File: config.mk
export PLATFORM = sky130hd
export DESIGN_NAME = run_rate_ctrl
export DESIGN_NICKNAME = d
export VERILOG_FILES = /design/src/rtl/rrc_pkg.sv /design/src/rtl/rrc_datapath.sv /design/src/rtl/rrc_control.sv /design/src/rtl/run_rate_ctrl.sv
export SDC_FILE = /design/constraint.sdc
export NUM_CORES = 1
export LEC_CHECK = 0
export BUFFER_PORTS_ARGS = -buffer_cell sky130_fd_sc_hd__buf_2
export CAP_MARGIN = 20
export CORE_AREA = 5 5 42 44
export DETAILED_ROUTE_END_ITERATION = 8
export DIE_AREA = 0 0 47 49
export PLACE_DENSITY_LB_ADDON = 0.3
export SLEW_MARGIN = 20
export SYNTH_ARGS = -nofsm -noshare
export SYNTH_HDL_FRONTEND = slang
export SYNTH_SLANG_ARGS = --single-unit
File: constraint.sdc
create_clock -name clk -period 2.86 [get_ports clk]
set_clock_uncertainty 0.1 [all_clocks]
set_input_delay 0.143 -clock clk [delete_from_list [all_inputs] [get_ports clk]]
set_output_delay 0.143 -clock clk [all_outputs]
set_load 0.02 [all_outputs]
File: src/rtl/rrc_pkg.sv
package rrc_pkg;
  localparam int SEL_W = 2;
  localparam logic [SEL_W-1:0] SEL_FREE  = 2'b00;
  localparam logic [SEL_W-1:0] SEL_ISTEP = 2'b01;

  typedef enum logic [2:0] {
    ST_IDLE, ST_FREE, ST_TOEND, ST_CYCLE, ST_ASYNC
  } runState_t;

  typedef struct packed {
    logic startPress;
    logic stopPress;
  } btnEvent_t;

  typedef struct packed {
    logic running;
    logic advance;
  } ctlStrobe_t;
endpackage

File: src/rtl/rrc_datapath.sv
module rrc_datapath
  import rrc_pkg::*;
(
  input  logic             clk,
  input  logic             rstN,
  input  logic [SEL_W-1:0] rateSel,
  input  logic             startBtn,
  input  logic             stopBtn,
  input  logic             timerTick,
  input  ctlStrobe_t       strobe,
  output btnEvent_t        events,
  output logic             running,
  output logic             advanceEn,
  output logic             timerIncEn,
  output logic             testLight
);
  logic startQ, stopQ;

  always_ff @(posedge clk) begin
    if (!rstN) begin
      startQ <= 1'b0;
      stopQ  <= 1'b0;
    end else begin
      startQ <= startBtn;
      stopQ  <= stopBtn;
    end
  end

  always_comb begin
    events.startPress = startBtn && !startQ;
    events.stopPress  = stopBtn && !stopQ;
    running    = strobe.running;
    advanceEn  = strobe.advance;
    timerIncEn = timerTick && (rateSel != SEL_ISTEP);
    testLight  = (rateSel != SEL_FREE);
  end
endmodule

File: src/rtl/rrc_control.sv
module rrc_control
  import rrc_pkg::*;
(
  input  logic             clk,
  input  logic             rstN,
  input  logic [SEL_W-1:0] rateSel,
  input  logic             instrDone,
  input  logic             ioAsync,
  input  btnEvent_t        events,
  output ctlStrobe_t       strobe
);
  runState_t state, nextState;

  always_ff @(posedge clk) begin
    if (!rstN) state <= ST_IDLE;
    else       state <= nextState;
  end

  always_comb begin
    nextState = state;
    unique case (state)
      ST_IDLE: begin
        if (events.startPress && !events.stopPress) begin
          if (rateSel == SEL_FREE)       nextState = ST_FREE;
          else if (rateSel == SEL_ISTEP) nextState = ST_TOEND;
          else if (ioAsync)              nextState = ST_ASYNC;
          else                           nextState = ST_CYCLE;
        end
      end
      ST_FREE: begin
        if (events.stopPress) nextState = instrDone ? ST_IDLE : ST_TOEND;
      end
      ST_TOEND: begin
        if (instrDone) nextState = ST_IDLE;
      end
      ST_CYCLE: nextState = ST_IDLE;
      ST_ASYNC: begin
        if (!ioAsync) nextState = ST_IDLE;
      end
      default: nextState = ST_IDLE;
    endcase
  end

  always_comb begin
    strobe.running = (state != ST_IDLE);
    strobe.advance = (state != ST_IDLE);
  end
endmodule

File: src/rtl/run_rate_ctrl.sv
module run_rate_ctrl
  import rrc_pkg::*;
(
  input  logic             clk,
  input  logic             rstN,
  input  logic [SEL_W-1:0] rateSel,
  input  logic             startBtn,
  input  logic             stopBtn,
  input  logic             instrDone,
  input  logic             ioAsync,
  input  logic             timerTick,
  output logic             running,
  output logic             advanceEn,
  output logic             timerIncEn,
  output logic             testLight
);
  btnEvent_t  events;
  ctlStrobe_t strobe;

  rrc_datapath u_dp (
    .clk(clk), .rstN(rstN), .rateSel(rateSel), .startBtn(startBtn),
    .stopBtn(stopBtn), .timerTick(timerTick), .strobe(strobe),
    .events(events), .running(running), .advanceEn(advanceEn),
    .timerIncEn(timerIncEn), .testLight(testLight)
  );

  rrc_control u_ctl (
    .clk(clk), .rstN(rstN), .rateSel(rateSel), .instrDone(instrDone),
    .ioAsync(ioAsync), .events(events), .strobe(strobe)
  );
endmodule

# [Yosys cells after proc, flatten, opt, wreduce, memory -nomap -nowiden]
# Cells that the tools add are included.
[totals] ff_bits=5 latch_bits=0 ram_bits=0 romBits=0 out_inout_bits=4 elab_cells=33 n_memories=0
[classes] addsub=0 mul=0 div_mod_pow=0 n_lt_le_gt_ge=0 n_eq_ne=9 n_shift=0 muxes=9 n_bitwise=0 reduce_logical=12
[ops] op="2-to-1 mux 3 bit" n=7
[ops] op="one-hot mux 3 bit (4 select lines)" n=1
[ops] op="inequality test 2 x 1 -> 1 bit, second input constant" n=3
[ops] op="logical AND 1 bit" n=4
[ops] op="inequality test 2 bit, second input constant" n=2
[ops] op="AND reduction 4 bit" n=1
[ops] op="equality test 3 x 1 -> 1 bit, second input constant" n=1
[ops] op="equality test 3 x 2 -> 1 bit, second input constant" n=1
[ops] op="equality test 3 bit, second input constant" n=1
[ops] op="zero test 1 bit" n=3
[ops] op="zero test 3 bit" n=1
[ops] op="nonzero test 3 bit" n=1
[ops] op="equality test 2 x 1 -> 1 bit, second input constant" n=1
[ops] op="zero test 2 bit" n=1
[ops] op="2-to-1 mux 2 bit" n=1
[ops] op="nonzero test 2 bit" n=1

# [Logic depth before layout (Yosys ltp)]
# Gate-level depths: netlist of run 1.
[depth] depth_word=6 mapped_depth=4

# [Hierarchy]
# A second synthesis of run 1 with hierarchy kept.
[unflattened] hier_cells=37 area_unflattened_um2=302.8
[modules_own_cells] module="rrc_control" n_inst=1 cells_each=26 area_each_um2=205.2 seq_area_each_um2=60.1
[modules_own_cells] module="rrc_datapath" n_inst=1 cells_each=11 area_each_um2=97.6 seq_area_each_um2=40.0

# [Least setup slack after synthesis of run 1]
# OpenSTA, ideal clock, no wires.
[synth_timing] path_type="register -> register" from="register u_ctl.state[1]" to="register u_ctl.state[1]" setup_ns=0.066 arrival_ns=1.033 t_required_ns=2.694 slack_ns=1.661 stages_incl_launch_ff=5 period_less_slack_ns=1.199 path_cell_list="dfxtp_1 or3_4 a21oi_2 nand2_1 a21boi_2"
[synth_between] elab_chain_len=3
[synth_rtl] element="start: declaration" line_no="rrc_control.sv:12" source="runState_t state, nextState;"
[synth_rtl] element="start signal: assignment" line_no="rrc_control.sv:16" source="else state <= nextState;"
[synth_rtl] element="equality test 3 x 1 -> 1 bit (tied with other cells)" line_no="rrc_control.sv:21" source="unique case (state)"
[synth_rtl] element="inequality test 2 x 1 -> 1 bit (no line) or inequality test 2 bit (tied branches)"
[synth_rtl] element="AND reduction 4 bit (no line)"
# Parallel ways exist; a longest one is shown, timed or not.
# A chain may end at the register's enable or synchronous reset.

# [Worst setup path after layout of run 1]
[layout_timing] from="register u_ctl.state[1]" to="output port running"
[layout_between] elab_chain_len=1
[layout_rtl] element="nonzero test 3 bit" line_no="rrc_control.sv:45" source="strobe.running = (state != ST_IDLE);"
[layout_rtl] element="end: declaration" line_no="run_rate_ctrl.sv:12" source="output logic running,"
# No other way between the ends.

==> results.txt, run 1 <==
global-route wire length before repair - 945 µm
flops & latches, synth - 5
vias per cell - 4.42
worst hold path class - in -> reg
RR Startpoint - u_dp.stopQ
Worst-Skew Late Latency - 240 ps
Initial DRT Pass Iterations - 2
CP max stage cell - or3_4
R2R depth - 4
Least-Margin Pin Slew - 231 ps
Layout Nets - 56
Synth cell types - 17
cts hold-fix bufs - 0
slowest stage delay, CP - 410 ps
# Max-Cap Violations - 0
via count - 274
CTS tree - done
Die Height - 49 µm
Buffers on Ports - 12
Leak - 0.163 nW
Antenna Cells - 0
worst-path fanout max - 7
Fin. Hold Viols - 0
relative slew slack - 84.5%
fmax - 711 MHz
initial antenna violation count - 0
share of cells above drive strength 1 - 41.3%
Setup crit start kind - register
die width - 47 µm
crit-path cells - or3_4 > buf_2
maximum VDD drop - 204 µV
I/O pin count - 13
minimum clock period - 1410 ps
area delta synth->final - 36.9%
yosys warns - 0
post-route antenna net violation count - 0
pre-CTS setup slack - 1630 ps
Die ar. - 0.00230 mm²
CTS Sinks - 5
global-route total usage across every layer - 5.98%
GPL Wtd Cong - 0.645
dpl hpwl - 503 µm
RSZ-0062 raised after global routing - no
drt drc - 0
cell count after synthesis - 31
Min-Delay Endpoint - u_dp.startQ
vias in the first global route - 231
H-Tree Depth - 1
Final setup viols - 0
CTS resizes - 0
Critical Path AT - 1160 ps
Overflow after GRT - 0
initial core utilization - 19.1%
CTS clk-pin slew, worst paths - 50 ps
CP Class - reg -> out
sequential fraction of the synthesis area - 37.4%
mean post-synth cell area - 8.64 µm²
CP required - 2620 ps
root buffer cell - clkbuf_4
Power Dens Cells - 548 mW/mm²
Rows - 14
setup_tns - 0 ps
detailed router's first-iteration violation count - 1
status - complete, no violations
Post-CTS Setup Repair Bufs - 0
Util after Layout - 26.2%
Core ar. - 0.00140 mm²
hold wc startpoint - startBtn
drt total wl - 599 µm
fillers - 168
Post-Syn Nets - 40
DR WL/cell - 9.66 µm
R2R Path End - u_ctl.state[2]
Slew Limit Fails - 0
pin count of the biggest net entering global routing - 8
setup ws final - 1450 ps
CP endpoint kind - output port
post-synthesis instance area - 268 µm²
Clock Tree Buf Depth - 2
CTS Buf Count - 3
period utilisation layout - 49.2%
flop2flop setup slack - 1650 ps
WHS Path Cells - 2
[sequential cells by signal, summed over array words and instances (netlist names)]
register,flops
u_ctl.state,3
u_dp.startQ,1
u_dp.stopQ,1
[kinds of logic (layout without fill, tap and decap cells)]
family | after synthesis | in the layout | share of synthesized area, %
flip-flops | 5 | 5 | 37.4
buffers and inverters | 1 | 16 | 2.80
AND/OR/NAND/NOR | 19 | 19 | 42.5
AO/OA/AOI/OAI | 6 | 6 | 17.3
[synthesized netlist by cell type]
cell type	count	share of area (%)
a211o_1	1	3.3
a21boi_2	1	4.2
a21oi_2	1	3.3
a31oi_1	2	4.7
and2_1	3	7.0
buf_4	1	2.8
dfxtp_1	5	37
nand2_1	4	5.6
nand2b_1	3	7.0
nor2_1	1	1.4
nor2b_1	2	4.7
nor3b_1	1	2.8
nor4_1	2	4.7
o21ai_0	1	1.9
or2_2	1	2.3
or2b_1	1	2.8
or3_4	1	4.2
[worst max-delay path by stage]
stage / startpoint / end / slack (ps) / cells past startpoint
after floorplan: u_ctl.state[1] / u_ctl.state[1] / 1660 / 4
after global placement: u_dp.stopQ / u_ctl.state[2] / 1620 / 4
after detailed placement: u_dp.stopQ / u_ctl.state[2] / 1630 / 4
after CTS: u_ctl.state[1] / running / 1440 / 2
after global routing: u_ctl.state[1] / advanceEn / 1390 / 2
final: u_ctl.state[1] / running / 1450 / 2
[area by class of cell]
class                      count  area, µm²  area share [%]
tap                           16       20.0            5.46
timing repair buffer          12       60.1            16.4
clock buffer                   4       26.3            7.17
sequential                     5        100            27.3
multi-input combinational     25        160            43.7
[cell usage in the layout, fill, tap and decap left out]
cell type and count:
o21ai_0 1, a211o_1 1, nand2_1 4, dfxtp_1 5
clkbuf_4 3, a31oi_1 2, nand2b_1 3, a21oi_2 1
or3_4 1, clkbuf_1 1, nor2_1 1, and2_1 3
nor3b_1 1, a21boi_2 1, or2b_1 1, or2_2 1
buf_2 12, nor4_1 2, nor2b_1 2
[metrics by stage]
stage	instances	power, mW	hold WS (ps)	instance area (µm²)
2_1_floorplan	31	0.109	162	268
3_3_place_gp	58	0.121	257	340
3_5_place_dp	58	0.122	261	340
4_1_cts	62	0.207	5.19	367
5_1_grt	62	0.217	16.7	367
6_report	62	0.201	11.2	367
[worst max-delay path: cells and delay by family (launching register included)]
kind / cells / cell delay (ps)
flops: 1 / 350
buf+inv: 1 / 170
simple gates: 1 / 410
[routing by layer]
| layer | up-vias | track usage, % | wire length, µm |
|---|---|---|---|
| li1 | 140 | - | - |
| met1 | 123 | 7.24 | 258 |
| met2 | 11 | 7.01 | 269 |
| met3 | 0 | 3.32 | 71 |
| met4 | 0 | 5.53 | 0 |
| met5 | - | 0 | 0 |
[power by group]
| group | total, mW | internal (mW) | leakage [nW] | switching, mW |
|---|---|---|---|---|
| clock network | 0.0816 | 0.0528 | 0.0150 | 0.0288 |
| registers | 0.0774 | 0.0738 | 0.0411 | 0.00356 |
| logic | 0.0419 | 0.0203 | 0.107 | 0.0216 |
Note: power is estimated with default switching activity, not from simulation.
==> inputs of run 2 (changes only) <==
- clock period: 2.86 -> 1.3 ns (I/O delays scaled with it)
==> run 2 against run 1 <==
Global-route usage grew 0.29 points. Highest routed layer unchanged. Wire length grew 1.7%. Sequential share of layout area shrank 3.2 points.
==> results.txt, run 2 (synthesis results as in run 1) <==
placed cells - 58 (unchanged)
pre-CTS setup slack - 70.8 ps (-1560 ps)
WHS Path Cells - 4 (+2)
Tot Pwr - 463 µW (+130%)
Buffers on Ports - 12 (unchanged)
fin cells - 67 (+8.1%)
R2R depth - 4 (unchanged)
minimum clock period - 1270 ps
CP required - 1130 ps (-1490 ps)
post-route antenna net violation count - 0 (unchanged)
commonest non-fill, non-tap cell in the layout - buf_2
area delta synth->final - 60.7%
Die Height - 49 µm (unchanged)
worst hold path class - in -> reg
Design Area, Final - 430 µm² (+17%)
pin count of the biggest net entering global routing - 8 (unchanged)
Util after Layout - 30.7% (+4.6 points)
fmax - 788 MHz
Largest register FFs - 3 (unchanged)
CTS Buf Count - 3 (unchanged)
drt drc - 0 (unchanged)
delay-heaviest family, CP - simple AND/OR/NAND/NOR gates
Clock Tree Buf Depth - 2 (unchanged)
relative slew slack - 84.3% (-0.19 points)
fillers - 157 (-6.5%)
status - complete, no violations
CP Class - reg -> out
GPL Wtd Cong - 0.656 (+1.7%)
largest registers - u_ctl.state x3, u_dp.startQ x1, u_dp.stopQ x1
initial antenna violation count - 0 (unchanged)
vias per cell - 4.30 (-2.7%)
vias in the first global route - 250 (+8.2%)
Final setup viols - 0 (unchanged)
Area after DPL - 340 µm² (unchanged)
crit-path cells - or3_4 > buf_6
worst-path fanout max - 5 (-2)
cell depth of the worst setup path - 2 (unchanged)
RSZ-0062 raised after global routing - yes
I/O pin count - 13 (unchanged)
DR WL/cell - 9.09 µm (-5.9%)
share of cells above drive strength 1 - 45.1% (+3.8 points)
Rows - 14 (unchanged)
Slew Limit Fails - 0 (unchanged)
Overflow after GRT - 0 (unchanged)
Fin. Hold Viols - 0 (unchanged)
maximum VDD drop - 605 µV (+200%)
CP max stage cell - or3_4
H-Tree Depth - 1 (unchanged)
Power Dens Cells - 1080 mW/mm² (+96%)
# Max-Cap Violations - 0 (unchanged)
global-route total usage across every layer - 6.27% (+0.29 points)
buffers and inverters on the worst path - 1 (unchanged)
global-route wire length before repair - 1000 µm (+5.8%)
CP endpoint kind - output port
detailed router's first-iteration violation count - 5 (+4)
Layout Nets - 61 (+8.9%)
setup ws final - 31.1 ps (-1420 ps)
Top reg by flops - u_ctl.state
Initial DRT Pass Iterations - 3 (+1)
CTS clk-pin slew, worst paths - 40 ps (about the same)
CTS tree - done
via count - 288 (+5.1%)
drt total wl - 609 µm (+1.7%)
Worst-Skew Late Latency - 240 ps (about the same)
Setup crit start kind - register
Core ar. - 0.00140 mm² (unchanged)
Leak - 0.189 nW (+16%)
Die ar. - 0.00230 mm² (unchanged)
most frequent cells in the layout - 10 x buf_2, 4 x nand2_1, 4 x dlygate4sd3_1
initial core utilization - 19.1% (unchanged)
Critical Path AT - 1100 ps (-60 ps)
slowest stage delay, CP - 390 ps (-20 ps)
Least-Margin Pin Slew - 234 ps (+2.79 ps)
Antenna Cells - 0 (unchanged)
root buffer cell - clkbuf_4
die width - 47 µm (unchanged)
period utilisation layout - 97.6%
CTS Sinks - 5 (unchanged)
-- run 2: final cells by class --
class                           count  area, µm²  area share (%)
Tap cell                           16       20.0            4.65
Sequential cell                     5        104            24.1
Timing Repair Buffer               17        120            27.9
Clock buffer                        4       26.3            6.10
Multi-Input combinational cell     25        160            37.2
-- run 2: routing by layer --
| layer | up-vias | wire length, µm | track usage [%] |
|---|---|---|---|
| met4 | 0 | 0 | 2.76 |
| li1 | 146 | - | - |
| met2 | 13 | 279 | 8.60 |
| met1 | 129 | 254 | 6.59 |
| met5 | - | 0 | 0 |
| met3 | 0 | 76 | 5.54 |
-- run 2: stage by stage --
step           setup TNS [ps]  hold WS [ps]
3_3_place_gp                0           179
2_1_floorplan               0          84.4
6_report                    0          29.4
3_5_place_dp                0           182
4_1_cts                     0          28.5
5_1_grt                 -34.1          20.4
-- run 2: worst register-to-register path: cells and delay by family (launching register included) --
| kind | cells | cell delay [ps] |
|---|---|---|
| compound gates | 2 | 490 |
| flops | 1 | 280 |
| simple gates | 2 | 240 |
-- run 2: final timing paths --
check | start | end | slack [ps]
min reg2reg | u_ctl.state[2] | u_ctl.state[0] | 350
min | instrDone | u_ctl.state[1] | 30
max reg2reg | u_dp.stopQ | u_ctl.state[2] | 70
max | u_ctl.state[2] | running | 30
-- run 2: timing repair --
action	4_1_cts	5_1_grt
endpoints found under the hold margin	4	0
hold buffers	4	0
pin swaps	1	1
buffers inserted	1	0
endpoints found under the setup margin	2	3
resized for setup	6	1
-- run 2: where the power goes --
| group | total (mW) | internal (mW) | leakage, nW | switching [mW] |
|---|---|---|---|---|
| Sequential | 0.170 | 0.164 | 0.0425 | 0.00653 |
| Clock | 0.176 | 0.116 | 0.0150 | 0.0598 |
| Combinational | 0.117 | 0.0648 | 0.131 | 0.0527 |
| Total | 0.463 | 0.344 | 0.189 | 0.119 |
==> inputs of run 3 (changes only) <==
- SYNTH_HIERARCHICAL: default -> 1
- clock period: 1.3 -> 1 ns (I/O delays scaled with it)
==> run 3 against run 2 <==
The run now ends with setup timing left. Hold slack gained 63 ps. Die area stayed put. Design area rose by 32%. Critical path depth is 2 higher. Largest cell class unchanged.
==> results.txt, run 3 <==
Initial DRT Pass Iterations - 4 (+1)
detailed router's first-iteration violation count - 4 (-1)
via count - 355 (+23%)
Buffers on Ports - 12 (unchanged)
global-route wire length before repair - 1380 µm (+38%)
relative slew slack - 84.0% (-0.26 points)
Die Height - 49 µm (unchanged)
I/O pin count - 13 (unchanged)
Post-synth EDFFs - 0 (unchanged)
vias in the first global route - 360 (+44%)
root buffer cell - clkbuf_4
fmax - 758 MHz
Fin. Hold Viols - 0 (unchanged)
vias per cell - 4.38 (+2.0%)
drt total wl - 844 µm (+39%)
Core ar. - 0.00140 mm² (unchanged)
period utilisation layout - 132%
Largest register FFs - 3 (unchanged)
crit-path cells - or3b_4 > a21oi_4 > o22ai_1 > and3_1
most frequent cells in the layout - 10 x buf_2, 9 x buf_4, 5 x buf_6
area leader, netlist - dfxtp_1
Die ar. - 0.00230 mm² (unchanged)
worst hold path class - in -> reg
initial antenna violation count - 0 (unchanged)
flops & latches, synth - 5 (unchanged)
die width - 47 µm (unchanged)
Power Dens Cells - 1510 mW/mm² (+40%)
Leak - 0.266 nW (+41%)
fin cells - 81 (+21%)
commonest non-fill, non-tap cell in the layout - buf_2
setup ws final - -320 ps (-351 ps)
slowest stage delay, CP - 400 ps (about the same)
share of cells above drive strength 1 - 56.9% (+12 points)
maximum VDD drop - 672 µV (+11%)
pin count of the biggest net entering global routing - 6 (-2)
Rows - 14 (unchanged)
CTS Buf Count - 3 (unchanged)
Register Area - 103 µm² (-1.2%)
Final setup viols - 5 (+5)
CTS tree - done
global-route total usage across every layer - 8.17% (+1.9 points)
RSZ-0062 raised after global routing - yes
Clock Tree Buf Depth - 2 (unchanged)
post-route antenna net violation count - 0 (unchanged)
post-synthesis instance area - 303 µm² (+13%)
GPL Wtd Cong - 0.710 (+8.2%)
Util after Layout - 40.5% (+9.8 points)
Worst-Skew Late Latency - 240 ps (about the same)
yosys warns - 6 (+6)
mean post-synth cell area - 8.18 µm² (-5.3%)
CTS clk-pin slew, worst paths - 50 ps (about the same)
Least-Margin Pin Slew - 239 ps (+5.36 ps)
Layout Nets - 75 (+23%)
Overflow after GRT - 0 (unchanged)
most frequent cell after synthesis - dfxtp_1
fillers - 154 (-1.9%)
Slew Limit Fails - 0 (unchanged)
largest registers - u_ctl/state x3, u_dp/startQ x1, u_dp/stopQ x1
failing checks - setup timing
Antenna Cells - 0 (unchanged)
Critical Path AT - 1360 ps (+260 ps)
CP required - 1040 ps (-90 ps)
initial core utilization - 21.6% (+2.5 points)
sequential fraction of the synthesis area - 33.1% (-4.3 points)
multi-input logic area - 206 µm² (+29%)
synth cell count leaders - 5 x dfxtp_1, 3 x and2_1, 3 x buf_4, 3 x nand2_1, 3 x nor3_1
Setup crit start kind - register
worst-path fanout max - 3 (-2)
largest cells by area after synthesis - dfxtp_1 33%, buf_4 7.4%, and2_1 6.2%, nor3_1 5.0%, o21a_1 5.0%
CP max stage cell - or3b_4
Synth cell types - 21 (+4)
delay-heaviest family, CP - simple AND/OR/NAND/NOR gates
CP Class - reg -> reg
# Max-Cap Violations - 0 (unchanged)
placed cells - 70 (+21%)
cell count after synthesis - 37 (+19%)
post-synth top area share - 33.1% (-4.3 points)
buffers and inverters on the worst path - 0 (-1)
CTS Sinks - 5 (unchanged)
DR WL/cell - 10.4 µm (+15%)
ys async rst share - 0% (unchanged)
drt drc - 0 (unchanged)
status - complete, but fails checks
area delta synth->final - 87.6%
CP endpoint kind - register
H-Tree Depth - 1 (unchanged)
minimum clock period - 1320 ps
Post-Syn Nets - 46 (+15%)
Main synth FF type - dfxtp_1
Top reg by flops - u_ctl/state
run 3: cell count changes in the layout (fill, tap and decap cells not counted), sizes merged, moves of 2 or more:
cell	change
inv	+2
nor3	+3
o21a	+2
buf	+11
nor4	-2
run 3: per-layer routing:
layer | track usage [%] | up-vias | routed length [µm]
met5 | 0 | - | 0
met4 | 2.76 | 0 | 0
met3 | 3.69 | 0 | 44
met2 | 12.9 | 14 | 447
met1 | 9.47 | 160 | 352
li1 | - | 181 | -
run 3: kinds of logic (layout without fill, tap and decap cells):
family,after synthesis,after routing,synth area share (%)
AND/OR/NAND/NOR,17,17,32.6
buffers and inverters,5,33,9.92
flip-flops,5,5,33.1
XOR/XNOR,1,1,2.89
AO/OA/AOI/OAI,9,9,21.5
run 3: cell type report:
class                           instances  area share, %
Inverter                                2           1.32
Sequential cell                         5           18.1
Clock inverter                          1          0.881
Tap cell                               16           3.52
Timing Repair Buffer                   27           35.9
Multi-Input combinational cell         27           36.3
Clock buffer                            3           3.96
run 3: timing repair:
item,in CTS,in global routing
endpoints found under the setup margin,5,5
gates cloned,0,0
hold buffers,3,0
pin swaps,3,0
gates resized for setup,15,0
buffers inserted,4,0
hold endpoints to repair,5,0
run 3: path summary, 6_finish.rpt:
kind                  startpoint              to  slack [ps]  cells after the start
setup / recovery  u_ctl/state[1]  u_ctl/state[1]        -320                      4
hold / removal         instrDone  u_ctl/state[1]          90                      3
setup reg to reg  u_ctl/state[1]  u_ctl/state[1]        -320                      4
hold reg to reg   u_ctl/state[2]  u_ctl/state[1]         610                      3
run 3: worst reg2reg max path, cell delays in order (launching register included):
cell	delay [ps]
dfxtp_2	330
or3b_4	400
a21oi_4	170
o22ai_1	80
and3_1	140
run 3: through the flow:
step                worst slack (ps)  TNS [ps]  power [mW]  hold WS, ps  area, µm²
floorplan                       -293      -904       0.421         67.5        307
global placement                -308     -1260       0.506          161        424
detailed placement              -307     -1290       0.503          165        424
CTS                             -312     -1460       0.863         83.2        568
global route                    -373     -1740       0.911          107        568
finish                          -320     -1500       0.858         92.1        568
run 3: power by group:
| group | internal, mW | switching, mW |
|---|---|---|
| combinational | 0.227 | 0.160 |
| sequential | 0.218 | 0.0177 |
| clock | 0.145 | 0.0896 |
